### src/rtl/irqx_pkg.sv
package irqx_pkg;
  typedef enum logic [1:0] {
    POL_ERROR   = 2'd0,
    POL_REPLACE = 2'd1,
    POL_SUBST   = 2'd2
  } conflict_pol_e;
endpackage

### src/rtl/irqx_cfg.sv
module irqx_cfg
  import irqx_pkg::*;
#(
  parameter int DEPTH  = 8,
  parameter int VEC_W  = 8,
  parameter int ADDR_W = 4,
  parameter int DATA_W = 24
) (
  input  logic              clk,
  input  logic              rst,
  input  logic              cfg_we,
  input  logic [ADDR_W-1:0] cfg_addr,
  input  logic [DATA_W-1:0] cfg_data,
  output conflict_pol_e     policy,
  output logic [VEC_W-1:0]  subst_vec,
  output logic              xlate_en,
  output logic              err_clr
);
  localparam logic [ADDR_W-1:0] A_POL  = ADDR_W'(DEPTH);
  localparam logic [ADDR_W-1:0] A_SUB  = ADDR_W'(DEPTH + 1);
  localparam logic [ADDR_W-1:0] A_CTRL = ADDR_W'(DEPTH + 2);
  localparam logic [ADDR_W-1:0] A_CLR  = ADDR_W'(DEPTH + 3);

  always_ff @(posedge clk) begin
    if (rst) begin
      policy    <= POL_ERROR;
      subst_vec <= '0;
      xlate_en  <= 1'b0;
    end else if (cfg_we) begin
      if (cfg_addr == A_POL)  policy    <= conflict_pol_e'(cfg_data[1:0]);
      if (cfg_addr == A_SUB)  subst_vec <= cfg_data[VEC_W-1:0];
      if (cfg_addr == A_CTRL) xlate_en  <= cfg_data[0];
    end
  end

  assign err_clr = cfg_we && (cfg_addr == A_CLR);

  assert_pol_write_R6: assert property (@(posedge clk) disable iff (rst)
    (cfg_we && cfg_addr == A_POL) |=> (policy == conflict_pol_e'($past(cfg_data[1:0]))));
endmodule

### src/rtl/irqx_table.sv
module irqx_table #(
  parameter int DEPTH  = 8,
  parameter int CODE_W = 16,
  parameter int VEC_W  = 8,
  parameter int ADDR_W = 4,
  parameter int DATA_W = CODE_W + VEC_W
) (
  input  logic              clk,
  input  logic              rst,
  input  logic              cfg_we,
  input  logic [ADDR_W-1:0] cfg_addr,
  input  logic [DATA_W-1:0] cfg_data,
  input  logic [CODE_W-1:0] look_code,
  output logic              look_hit,
  output logic [VEC_W-1:0]  look_vec
);
  localparam int IDX_W = (DEPTH > 1) ? $clog2(DEPTH) : 1;

  logic [CODE_W-1:0] ent_code [DEPTH];
  logic [VEC_W-1:0]  ent_vec  [DEPTH];
  logic [IDX_W-1:0]  wr_idx;
  logic              wr_tbl;
  logic [DEPTH:0]    alive;
  logic [DEPTH-1:0]  match;

  assign wr_idx = cfg_addr[IDX_W-1:0];
  assign wr_tbl = cfg_we && (cfg_addr < ADDR_W'(DEPTH));

  always_ff @(posedge clk) begin
    if (rst) begin
      for (int i = 0; i < DEPTH; i++) begin
        ent_code[i] <= '0;
        ent_vec[i]  <= '0;
      end
    end else if (wr_tbl) begin
      ent_code[wr_idx] <= cfg_data[DATA_W-1:VEC_W];
      ent_vec[wr_idx]  <= cfg_data[VEC_W-1:0];
    end
  end

  // An entry takes part only while no earlier entry ended the table.
  assign alive[0] = 1'b1;
  for (genvar g = 0; g < DEPTH; g++) begin : g_ent
    assign alive[g+1] = alive[g] && (ent_code[g] != '0);
    assign match[g]   = alive[g+1] && (ent_code[g] == look_code);
  end

  always_comb begin
    look_hit = 1'b0;
    look_vec = '0;
    for (int i = DEPTH - 1; i >= 0; i--) begin
      if (match[i]) begin
        look_hit = 1'b1;
        look_vec = ent_vec[i];
      end
    end
  end

  assert_tbl_write_R10: assert property (@(posedge clk) disable iff (rst)
    wr_tbl |=> (ent_code[$past(wr_idx)] == $past(cfg_data[DATA_W-1:VEC_W]) &&
                ent_vec[$past(wr_idx)]  == $past(cfg_data[VEC_W-1:0])));
endmodule

### src/rtl/irqx_pending.sv
module irqx_pending
  import irqx_pkg::*;
#(
  parameter int CODE_W = 16,
  parameter int VEC_W  = 8
) (
  input  logic              clk,
  input  logic              rst,
  input  logic              req_valid,
  input  logic [CODE_W-1:0] req_code,
  input  logic              xlate_en,
  input  logic              look_hit,
  input  logic [VEC_W-1:0]  look_vec,
  input  conflict_pol_e     policy,
  input  logic [VEC_W-1:0]  subst_vec,
  input  logic              err_clr,
  input  logic              irq_ack,
  output logic              irq_req,
  output logic [VEC_W-1:0]  irq_vec,
  output logic              err
);
  logic [VEC_W-1:0] pend_q, base, cand, nxt;
  logic             set_err, err_q;

  assign cand = xlate_en ? look_vec : req_code[VEC_W-1:0];

  always_comb begin
    base    = (irq_ack && pend_q != '0) ? '0 : pend_q;
    nxt     = base;
    set_err = 1'b0;
    if (req_valid && req_code != '0) begin
      if (xlate_en && !look_hit) begin
        set_err = 1'b1;
      end else if (cand != '0) begin
        if (base == '0) begin
          nxt = cand;
        end else if (cand != base) begin
          case (policy)
            POL_REPLACE: nxt = cand;
            POL_SUBST:   nxt = subst_vec;
            default:     set_err = 1'b1;
          endcase
        end
      end
    end
  end

  always_ff @(posedge clk) begin
    if (rst) begin
      pend_q  <= '0;
      irq_req <= 1'b0;
      err_q   <= 1'b0;
    end else begin
      pend_q  <= nxt;
      irq_req <= (nxt != '0);
      err_q   <= set_err || (err_q && !err_clr);
    end
  end

  assign irq_vec = pend_q;
  assign err     = err_q;

  assert_hold_R7: assert property (@(posedge clk) disable iff (rst)
    (pend_q != '0 && !irq_ack && !req_valid) |=> (pend_q == $past(pend_q)));
  assert_ack_clear_R7: assert property (@(posedge clk) disable iff (rst)
    (pend_q != '0 && irq_ack && !req_valid) |=> (pend_q == '0 && !irq_req));
  assert_req_flag_R7: assert property (@(posedge clk) disable iff (rst)
    irq_req == (irq_vec != '0));
  assert_zero_ignored_R2: assert property (@(posedge clk) disable iff (rst)
    (req_valid && req_code == '0 && !irq_ack && !err_clr) |=> ($stable(pend_q) && $stable(err_q)));
  assert_same_vec_R5: assert property (@(posedge clk) disable iff (rst)
    (req_valid && req_code != '0 && !irq_ack && !err_clr && pend_q != '0 && cand == pend_q &&
     (look_hit || !xlate_en)) |=> ($stable(pend_q) && $stable(err_q)));
  assert_err_sticky_R9: assert property (@(posedge clk) disable iff (rst)
    (err_q && !err_clr) |=> err_q);
endmodule

### src/rtl/irq_vec_xlate.sv
module irq_vec_xlate
  import irqx_pkg::*;
#(
  parameter int DEPTH  = 8,
  parameter int CODE_W = 16,
  parameter int VEC_W  = 8,
  parameter int ADDR_W = 4,
  parameter int DATA_W = CODE_W + VEC_W
) (
  input  logic              clk,
  input  logic              rst,
  input  logic              req_valid,
  input  logic [CODE_W-1:0] req_code,
  input  logic              cfg_we,
  input  logic [ADDR_W-1:0] cfg_addr,
  input  logic [DATA_W-1:0] cfg_data,
  input  logic              irq_ack,
  output logic              irq_req,
  output logic [VEC_W-1:0]  irq_vec,
  output logic              err
);
  conflict_pol_e    policy;
  logic [VEC_W-1:0] subst_vec, look_vec;
  logic             xlate_en, err_clr, look_hit;

  irqx_cfg #(.DEPTH(DEPTH), .VEC_W(VEC_W), .ADDR_W(ADDR_W), .DATA_W(DATA_W)) u_cfg (
    .clk(clk), .rst(rst), .cfg_we(cfg_we), .cfg_addr(cfg_addr), .cfg_data(cfg_data),
    .policy(policy), .subst_vec(subst_vec), .xlate_en(xlate_en), .err_clr(err_clr)
  );

  irqx_table #(.DEPTH(DEPTH), .CODE_W(CODE_W), .VEC_W(VEC_W), .ADDR_W(ADDR_W),
               .DATA_W(DATA_W)) u_tbl (
    .clk(clk), .rst(rst), .cfg_we(cfg_we), .cfg_addr(cfg_addr), .cfg_data(cfg_data),
    .look_code(req_code), .look_hit(look_hit), .look_vec(look_vec)
  );

  irqx_pending #(.CODE_W(CODE_W), .VEC_W(VEC_W)) u_pend (
    .clk(clk), .rst(rst), .req_valid(req_valid), .req_code(req_code),
    .xlate_en(xlate_en), .look_hit(look_hit), .look_vec(look_vec),
    .policy(policy), .subst_vec(subst_vec), .err_clr(err_clr), .irq_ack(irq_ack),
    .irq_req(irq_req), .irq_vec(irq_vec), .err(err)
  );
endmodule

### config.mk
export PLATFORM = sky130hd
export DESIGN_NAME = irq_vec_xlate
export DESIGN_NICKNAME = d
export VERILOG_FILES = /design/src/rtl/irqx_pkg.sv /design/src/rtl/irqx_cfg.sv /design/src/rtl/irqx_table.sv /design/src/rtl/irqx_pending.sv /design/src/rtl/irq_vec_xlate.sv
export SDC_FILE = /design/constraint.sdc
export NUM_CORES = 1
export LEC_CHECK = 0
export BUFFER_PORTS_ARGS = -buffer_cell sky130_fd_sc_hd__buf_4
export CAP_MARGIN = 20
export CORE_ASPECT_RATIO = 0.5
export CORE_MARGIN = 4
export CORE_UTILIZATION = 60
export CTS_BUF_LIST = sky130_fd_sc_hd__clkbuf_4 sky130_fd_sc_hd__clkbuf_8
export CTS_CLUSTER_DIAMETER = 200
export DETAILED_ROUTE_END_ITERATION = 12
export GPL_TIMING_DRIVEN = 1
export HOLD_SLACK_MARGIN = 0.02
export PLACE_DENSITY = 0.78
export SYNTH_ARGS = -nofsm -noshare
export SYNTH_HDL_FRONTEND = slang
export SYNTH_SLANG_ARGS = --single-unit
### constraint.sdc
create_clock -name clk -period 8.63 [get_ports clk]
set_input_delay 0 -clock clk [delete_from_list [all_inputs] [get_ports clk]]
set_output_delay 0 -clock clk [all_outputs]
set_load 0.05 [all_outputs]
==> results.json, run 1 <==
{
  "tns_ps": 0,
  "final_common_cell": "and2_1",
  "slowest_stage": "nor4_2",
  "die_area_um2": 22400,
  "num_vias": 9060,
  "cts_num_sinks": 213,
  "max_slew_margin": 0.288,
  "synth_edf_count": 192,
  "holdCritPathClass": "in2reg",
  "power.switching_mw": 0.618,
  "critical-path-top-delay-family": "simple AND/OR/NAND/NOR gates",
  "p_total_mw": 2.29,
  "netlist-cell-type-count": 85,
  "arrival_ps": 5430,
  "fin_cells": 1423,
  "syn_area_per_cell_um2": 11.3,
  "dp_hpwl_um": 23500,
  "layout-drive-gt1-share": 0.129,
  "rows": 36,
  "drtPass1Iterations": 6,
  "h-tree-depth": 1,
  "combPwrFrac": 0.124,
  "gr-total-overflow": 0,
  "initial_core_util": 0.614,
  "cpPeakStageDelay_ps": 940,
  "cts_made_buffers": 30,
  "drv_slew": 0,
  "die_w_um": 208,
  "synth_cells": 1059,
  "crit_required_ps": 9130,
  "grt_usage": 0.317,
  "synth-seq-cells": 213,
  "cts.hold.buffers_added": 40,
  "synth_area_um2": 12000,
  "period_share": 0.572,
  "p_leak_nw": 4.76,
  "synthArstFlopShare": 0,
  "rsz0062_at_grt": "false",
  "drc": 0,
  "seq_area_frac_synth": 0.517,
  "setup_viol": 0,
  "cp-start-kind": "flip-flop",
  "vdd_drop_max_mv": 0.125,
  "p_sw_frac": 0.270,
  "viasPerCell": 6.37,
  "yosys_warnings": 0,
  "synth_top_flop_cell": "edfxtp_1",
  "port_buffers": 58,
  "area_delta_synth_final_pct": 12.0,
  "post_cts_buffers": 0,
  "cts_tree": "yes",
  "crit_buf_inv": 1,
  "multiInputGateArea_um2": 5350,
  "clock_skew_ps": 17.6,
  "wl_per_cell_um": 25.2,
  "pin_count": 59,
  "max_freq_mhz": 203,
  "final_hold_viol_count": 0,
  "crit_fanout": 11,
  "drtAntennaViolNets": 0,
  "root_buffer": "clkbuf_8",
  "drt-initial-drc-count": 1188,
  "cellPowerDensity_nw_per_um2": 171,
  "syn_nets": 1110,
  "path_class": "reg2reg",
  "clock_path_buffers": 3,
  "grt_pass1_wl_um": 53600,
  "die_y_um": 108,
  "final_nets": 1191,
  "antenna_found_initial": 0,
  "outcome": "finished, final reports clean",
  "crit_chain": "xnor2_1 -> nand4_1 -> nor4_2 -> nor4_2 -> a221oi_1 -> o2111ai_1 -> a21oi_1 -> nand4bb_2 -> nor4b_1 -> a31oi_1 -> o21ai_0 -> o21ai_0 -> o2bb2ai_1 -> dlygate4sd3_1",
  "nFillCells": 1429,
  "grt_max_degree": 32,
  "grt_pass1_vias": 8891,
  "worst_slew_pin_slew_ps": 1060,
  "cp-end-kind": "flip-flop",
  "min_period_ps": 4930,
  "seq_area_um2": 6190,
  "cap_violations": 0,
  "core-area_um2": 19500,
  "antenna_cells": 0,
  "insertion_delay_ps": 620,
  "pwr-share-seq": 0.534,
  "routed_wl_um": 35800,
  "final_cell_mix": "and2_1 (201), edfxtp_1 (192), xnor2_1 (69), buf_4 (68), xor2_1 (65)",
  "path_clk_slew_ps": 70,
  "p_int_mw": 1.67,
  "place.gp.congestion": 0.949,
  "ctsResizeCount": 0,
  "place_inst": 1333,
  "p_clk_frac": 0.342,
  "place_ws_ps": 4100,
  "setup_ws_ps": 3700
}
[final timing paths]
kind                                                         start                             endpoint  slack [ps]  depth (start not counted)
worst max-delay path            u_tbl.ent_code[6][2]$_SDFFCE_PN0P_                u_pend.err$_SDFF_PP0_        3700                         14
worst min-delay path                                  cfg_data[22]  u_tbl.ent_code[4][14]$_SDFFCE_PN0P_         330                          3
worst max register to register  u_tbl.ent_code[6][2]$_SDFFCE_PN0P_                u_pend.err$_SDFF_PP0_        3700                         14
worst min register to register     u_cfg.subst_vec[4]$_SDFFE_PP0P_      u_cfg.subst_vec[4]$_SDFFE_PP0P_         530                          2
[cell usage after synthesis (15+ instances only)]
master | number | area [um2]
nand4_1 | 37 | 231
nand3_1 | 18 | 90.1
and2_1 | 201 | 1260
inv_1 | 16 | 60.1
xnor2_1 | 69 | 604
a21oi_1 | 18 | 90.1
dfxtp_1 | 21 | 420
clkbuf_1 | 27 | 101
edfxtp_1 | 192 | 5770
nor2_1 | 55 | 206
nor3_1 | 16 | 80.1
nor4_1 | 57 | 357
nand2_1 | 37 | 139
xor2_1 | 65 | 569
buf_6 | 15 | 169
[state kept, by name, indices dropped and copies added (netlist names)]
name,count
u_tbl.ent_code,128
u_tbl.ent_vec,64
u_cfg.subst_vec,8
u_pend.irq_vec,8
u_cfg.policy,2
u_cfg.xlate_en,1
u_pend.err,1
u_pend.irq_req,1
[per-stage QoR]
step	instance area, um2	util	hold slack, ps
6_report	13400	0.688	334
5_1_grt	13400	0.688	322
2_1_floorplan	12000	-	144
3_5_place_dp	12400	0.638	335
3_3_place_gp	12400	0.638	329
4_1_cts	13400	0.687	283
[per-layer routing]
metal / vias to the layer above / share of wire / global-route usage
li1: 4052 / - / -
met5: - / 0 / 0
met4: 0 / 0.025 / 0.0820
met1: 4391 / 0.42 / 0.447
met2: 537 / 0.44 / 0.497
met3: 80 / 0.12 / 0.0824
[power by group through the flow]
stage | sequential (mW) | combinational [mW] | clock (mW)
2_1_floorplan | 1.25 | 0.158 | 0
3_3_place_gp | 1.24 | 0.259 | 0
3_5_place_dp | 1.25 | 0.262 | 0
4_1_cts | 1.22 | 0.277 | 0.790
5_1_grt | 1.23 | 0.300 | 0.836
6_report | 1.22 | 0.283 | 0.784
[cell families (layout without fill, tap and decap cells)]
group,Yosys count,after routing,synth area share
simple gates,488,488,0.245
buf+inv,76,174,0.0372
compound gates,134,134,0.0902
fa+ha+maj,2,2,0.00209
flops,213,213,0.517
mux,12,12,0.0101
xor+xnor,134,134,0.0981
[final cells by class]
| cell class | instances | share of cell area |
|---|---|---|
| Tap cell | 266 | 0.0248 |
| Timing Repair Buffer | 109 | 0.0688 |
| Clock inverter | 9 | 0.00355 |
| Inverter | 16 | 0.00448 |
| Multi-Input combinational cell | 770 | 0.399 |
| Sequential cell | 213 | 0.461 |
| Clock buffer | 40 | 0.0383 |
[worst min-delay path, cell delays in order]
cell and delay [ps]:
dlygate4sd3_1 530, buf_4 180, and2_1 140
No activity file was read; power rests on OpenSTA's default activity.
==> inputs of run 2 (changes only) <==
- CORE_UTILIZATION: 60 -> 58
- PLACE_DENSITY: 0.78 -> 0.79
- clock period: 8.63 -> 4.1 ns (I/O delays scaled with it)
==> run 2 against run 1 <==
Die area is 3.3% higher. Clock power is 120% higher. Clock skew is 35 ps higher. Wire length is 2.6% higher. Core utilization is 2.3 points higher. Critical path type unchanged. Largest cell class unchanged.
==> results.json, run 2 (synthesis gave the netlist of run 1 again) <==
{
  "max_freq_mhz": 246,
  "viasPerCell": 6.34,
  "area_delta_synth_final_pct": 18.0,
  "crit_chain": "nor4_1 -> nand4_1 -> and4_4 -> a32oi_1 -> nand4_1 -> a2111oi_4 -> a311oi_4 -> or4b_4 -> o21bai_4 -> a311o_2 -> o21ai_1 -> o2111a_1 -> a41oi_2",
  "path_clk_slew_ps": 80,
  "fin_util": 0.711,
  "top_regs": "u_tbl.ent_code: 128 flops, u_tbl.ent_vec: 64 flops",
  "initial_core_util": 0.603,
  "largest_reg_flops": 128,
  "setup_viol": 0,
  "crit_buf_inv": 0,
  "routed_wl_um": 36800,
  "worst_slew_pin_slew_ps": 692,
  "cpPeakStageDelay_ps": 530,
  "critical-path-top-delay-family": "compound AO/OA/AOI/OAI gates",
  "clock_skew_ps": 52.6,
  "dp_hpwl_um": 24300,
  "insertion_delay_ps": 640,
  "pin_count": 59,
  "cellPowerDensity_nw_per_um2": 350,
  "drtAntennaViolNets": 0,
  "port_buffers": 58,
  "grt_pass1_wl_um": 54300,
  "final_hold_viol_count": 0,
  "cp-start-kind": "flip-flop",
  "drc": 0,
  "drt-initial-drc-count": 1176,
  "max_slew_margin": 0.539,
  "final_cell_mix": "and2_1 (200), edfxtp_1 (192), buf_4 (111), xor2_1 (65), xnor2_1 (64)",
  "slowest_stage": "or4b_4",
  "grt_pass1_vias": 9005,
  "final_common_cell": "and2_1",
  "die_area_um2": 23100,
  "place.gp.congestion": 0.992,
  "grt_max_degree": 32,
  "final_nets": 1237,
  "layout-drive-gt1-share": 0.203,
  "drtPass1Iterations": 6,
  "antenna_cells": 0,
  "die_y_um": 110,
  "gr-total-overflow": 0,
  "holdCritPathClass": "in2reg",
  "p_leak_nw": 5.08,
  "rsz0062_at_grt": "true",
  "cap_violations": 0,
  "dpl_cell_area_um2": 12700,
  "crit_required_ps": 4630,
  "tns_ps": 0,
  "cp_common_cell": "nand4_1",
  "rows": 36,
  "wl_per_cell_um": 24.9,
  "h-tree-depth": 1,
  "vdd_drop_max_mv": 0.252,
  "num_vias": 9361,
  "cts_tree": "yes",
  "root_buffer": "clkbuf_8",
  "max_flop_register": "u_tbl.ent_code",
  "die_w_um": 211,
  "fin_area_um2": 14100,
  "antenna_found_initial": 0,
  "period_share": 0.991,
  "clock_path_buffers": 3,
  "drv_slew": 0,
  "min_period_ps": 4060,
  "core-area_um2": 19900,
  "cts_num_sinks": 213,
  "outcome": "finished, final reports clean",
  "grt_usage": 0.315,
  "cts_made_buffers": 30,
  "path_class": "reg2reg",
  "cp-end-kind": "flip-flop",
  "arrival_ps": 4600,
  "crit_fanout": 8
}
==> run 2: changes by cell type in the layout (fill, tap and decap cells not counted), moves of 5 or more <==
| cell | delta |
|---|---|
| buf_4 | +43 |
| nor4_1 | -19 |
| xnor2_1 | -5 |
| nor4_2 | +16 |
| xnor2_2 | +5 |
==> run 2: final timing paths <==
kind / from / endpoint / slack, ps / depth (start not counted)
hold / removal: cfg_data[6] / u_tbl.ent_vec[6][6]$_SDFFCE_PN0P_ / 310 / 3
hold reg to reg: u_cfg.subst_vec[0]$_SDFFE_PP0P_ / u_cfg.subst_vec[0]$_SDFFE_PP0P_ / 510 / 2
setup reg to reg: u_tbl.ent_code[2][10]$_SDFFCE_PN0P_ / u_pend.irq_req$_SDFF_PP0_ / 40 / 13
setup / recovery: u_tbl.ent_code[2][10]$_SDFFCE_PN0P_ / u_pend.irq_req$_SDFF_PP0_ / 40 / 13
==> run 2: layout make-up <==
class | count | area, um2
Clock inverter | 16 | 105
Tap cell | 266 | 333
Fill cell | 1387 | 5740
Sequential cell | 213 | 6190
Timing Repair Buffer | 155 | 1280
Clock buffer | 40 | 488
Inverter | 16 | 60.1
Multi-Input combinational cell | 770 | 5670
==> run 2: timing repair <==
item                                    in CTS  in global routing
hold endpoints to repair                   213                  0
pin swaps                                    1                 35
hold buffers                                40                  0
endpoints found under the setup margin       5                 10
buffers inserted                             1                 16
gates resized for setup                      6                 54
==> run 2: power by group <==
group          total, mW  leakage, nW  internal [mW]  switching, mW
Clock               1.72        0.317          0.845          0.874
Sequential          2.59         2.00           2.49         0.0949
Combinational      0.643         2.77          0.249          0.394
==> run 2: worst register-to-register path, delay by kind of cell (launching register included) <==
kind,cells,cell delay (ps)
compound gates,8,1860
flops,1,410
simple gates,5,1690
==> run 2: per-layer routing <==
metal	share of wire	global-route usage	wire, um
met1	0.39	0.426	14400
met2	0.46	0.506	16800
met3	0.12	0.0792	4450
met4	0.030	0.104	1100
met5	0	0	0
==> run 2: metrics by stage <==
stage,power (mW),std cells,setup slack (ps),hold slack [ps]
after global placement,3.17,1362,-60.5,342
after detailed placement,3.19,1362,-161,354
after global routing,5.10,1476,-93.9,303
after CTS,4.89,1459,1.22,284
final,4.95,1476,35.3,308
after floorplan,2.96,1059,535,144
==> inputs of run 3 (changes only) <==
- CELL_PAD_IN_SITES_DETAIL_PLACEMENT: not set -> 0
- CELL_PAD_IN_SITES_GLOBAL_PLACEMENT: not set -> 1
- CORE_UTILIZATION: 58 -> 47
- GPL_ROUTABILITY_DRIVEN: not set -> 0
- PLACE_DENSITY: 0.79 -> not set
- PLACE_DENSITY_LB_ADDON: not set -> 0.1
==> run 3 against run 2 <==
Die area rose by 22%. First-iteration DRC count fell by 6.3%. Clock-buffer cell count rose by 6. Final cell count rose by 5.1%. Highest routed layer unchanged. Clock power rose by 3%. Non-clock buffer count rose by 3. Fmax rose by 2.6%.
==> results.json, run 3 (synthesis gave the netlist of run 1 again) <==
{
  "dp_hpwl_um": 25300,
  "critical-path-top-delay-family": "compound AO/OA/AOI/OAI gates",
  "final_hold_viol_count": 0,
  "grt_max_degree": 32,
  "layout-drive-gt1-share": 0.192,
  "crit_buf_inv": 3,
  "cellPowerDensity_nw_per_um2": 354,
  "initial_core_util": 0.488,
  "top_regs": "u_tbl.ent_code: 128 flops, u_tbl.ent_vec: 64 flops",
  "cp_common_cell": "buf_4",
  "grt_pass1_vias": 9175,
  "fin_cells": 1552,
  "crit_required_ps": 4550,
  "setup_viol": 0,
  "pin_count": 59,
  "viasPerCell": 5.99,
  "cpPeakStageDelay_ps": 580,
  "core-area_um2": 24500,
  "tns_ps": 0,
  "combPwrFrac": 0.128,
  "max_freq_mhz": 252,
  "nFillCells": 2111,
  "path_class": "reg2reg",
  "final_common_cell": "and2_1",
  "die_area_um2": 28200,
  "p_clk_frac": 0.355,
  "cp-end-kind": "flip-flop",
  "die_w_um": 234,
  "clock_skew_ps": 43.2,
  "pwr-share-seq": 0.517,
  "min_period_ps": 3960,
  "dpl_cell_area_um2": 12800,
  "clock_path_buffers": 3,
  "area_delta_synth_final_pct": 17.7,
  "cts_tree": "yes",
  "vdd_drop_max_mv": 0.214,
  "p_sw_frac": 0.272,
  "period_share": 0.966,
  "max_flop_register": "u_tbl.ent_code",
  "largest_reg_flops": 128,
  "rows": 40,
  "final_nets": 1244,
  "drc": 0,
  "grt_usage": 0.265,
  "fin_area_um2": 14100,
  "place_inst": 1443,
  "p_leak_nw": 5.06,
  "insertion_delay_ps": 550,
  "die_y_um": 121,
  "port_buffers": 58,
  "cp-start-kind": "flip-flop",
  "max_slew_margin": 0.533,
  "h-tree-depth": 2,
  "cap_violations": 0,
  "crit_chain": "buf_4 -> nor4_1 -> nand4_1 -> buf_4 -> and4_4 -> a32oi_1 -> nand4_1 -> a2111oi_4 -> a311oi_4 -> or4b_4 -> o21bai_4 -> buf_4 -> nor3b_1 -> o32a_1 -> a41oi_2",
  "holdCritPathClass": "in2reg",
  "slowest_stage": "or4b_4",
  "drv_slew": 0,
  "wl_per_cell_um": 24.4,
  "cts_made_buffers": 34,
  "grt_pass1_wl_um": 55600,
  "antenna_found_initial": 2,
  "setup_ws_ps": 139,
  "place_ws_ps": 39.0,
  "drt-initial-drc-count": 1102,
  "path_clk_slew_ps": 80,
  "p_int_mw": 3.63,
  "drtPass1Iterations": 5,
  "gr-total-overflow": 0,
  "cts_num_sinks": 213,
  "crit_fanout": 7,
  "arrival_ps": 4410,
  "final_cell_mix": "and2_1 (200), edfxtp_1 (192), buf_4 (119), xnor2_1 (69), xor2_1 (63)",
  "outcome": "finished, final reports clean",
  "power.switching_mw": 1.36,
  "root_buffer": "clkbuf_8",
  "worst_slew_pin_slew_ps": 701,
  "routed_wl_um": 37800,
  "drtAntennaViolNets": 0,
  "num_vias": 9302
}
-- run 3: cell types whose count changed in the layout (fill, tap and decap cells not counted), moves of 3 or more --
cell      delta
clkbuf_8     +5
buf_4        +8
xnor2_2      -5
clkinv_2     -3
nor4_2      -12
nor4_1      +14
xnor2_1      +5
-- run 3: area by class of cell --
| class | count | area, um2 | area share |
|---|---|---|---|
| multi-input combinational | 770 | 5520 | 0.392 |
| sequential | 213 | 6190 | 0.439 |
| antenna | 1 | 2.50 | 0.000178 |
| tap | 336 | 420 | 0.0298 |
| inverter | 16 | 60.1 | 0.00426 |
| clock inverter | 12 | 51.3 | 0.00364 |
| clock buffer | 46 | 564 | 0.0400 |
| timing repair buffer | 158 | 1280 | 0.0911 |
-- run 3: path summary, 6_finish.rpt --
path                                      start                           end  slack (ps)  cells past startpoint
min                                     irq_ack  u_pend.irq_vec[0]$_SDFF_PP0_          60                      4
max reg2reg  u_tbl.ent_code[2][5]$_SDFFCE_PN0P_     u_pend.irq_req$_SDFF_PP0_         140                     15
max          u_tbl.ent_code[2][5]$_SDFFCE_PN0P_     u_pend.irq_req$_SDFF_PP0_         140                     15
min reg2reg               u_pend.err$_SDFF_PP0_         u_pend.err$_SDFF_PP0_         500                      2
-- run 3: routing by layer --
| layer | vias up | part of all wire | GRT usage |
|---|---|---|---|
| met4 | 0 | 0.027 | 0.0812 |
| li1 | 4171 | - | - |
| met1 | 4581 | 0.45 | 0.392 |
| met5 | - | 0 | 0 |
| met2 | 469 | 0.43 | 0.389 |
| met3 | 81 | 0.095 | 0.0570 |
-- run 3: power by group through the flow --
stage	Combinational, mW	Clock [mW]	Sequential, mW
finish	0.638	1.77	2.58
global route	0.678	1.89	2.59
CTS	0.607	1.79	2.58
detailed placement	0.579	0	2.62
global placement	0.574	0	2.62
floorplan	0.334	0	2.63
-- run 3: tightest hold or removal path: stages --
cell     delay, ps
buf_4          180
inv_1          130
a21oi_1        190
nor3_1          60
-- run 3: repair_timing --
action / CTS / global route
gates cloned: 0 / 0
pin swaps: 1 / 13
endpoints found under the setup margin: 1 / 8
setup buffers: 0 / 12
gates resized for setup: 0 / 33
hold buffers: 39 / 0
endpoints found under the hold margin: 213 / 0
-- run 3: through the flow --
step | hold WS, ps | utilization | total power, mW
floorplan | 144 | - | 2.96
global placement | 348 | 0.523 | 3.19
detailed placement | 366 | 0.523 | 3.20
CTS | 20.6 | 0.564 | 4.97
global route | 105 | 0.574 | 5.16
finish | 58.5 | 0.575 | 4.99
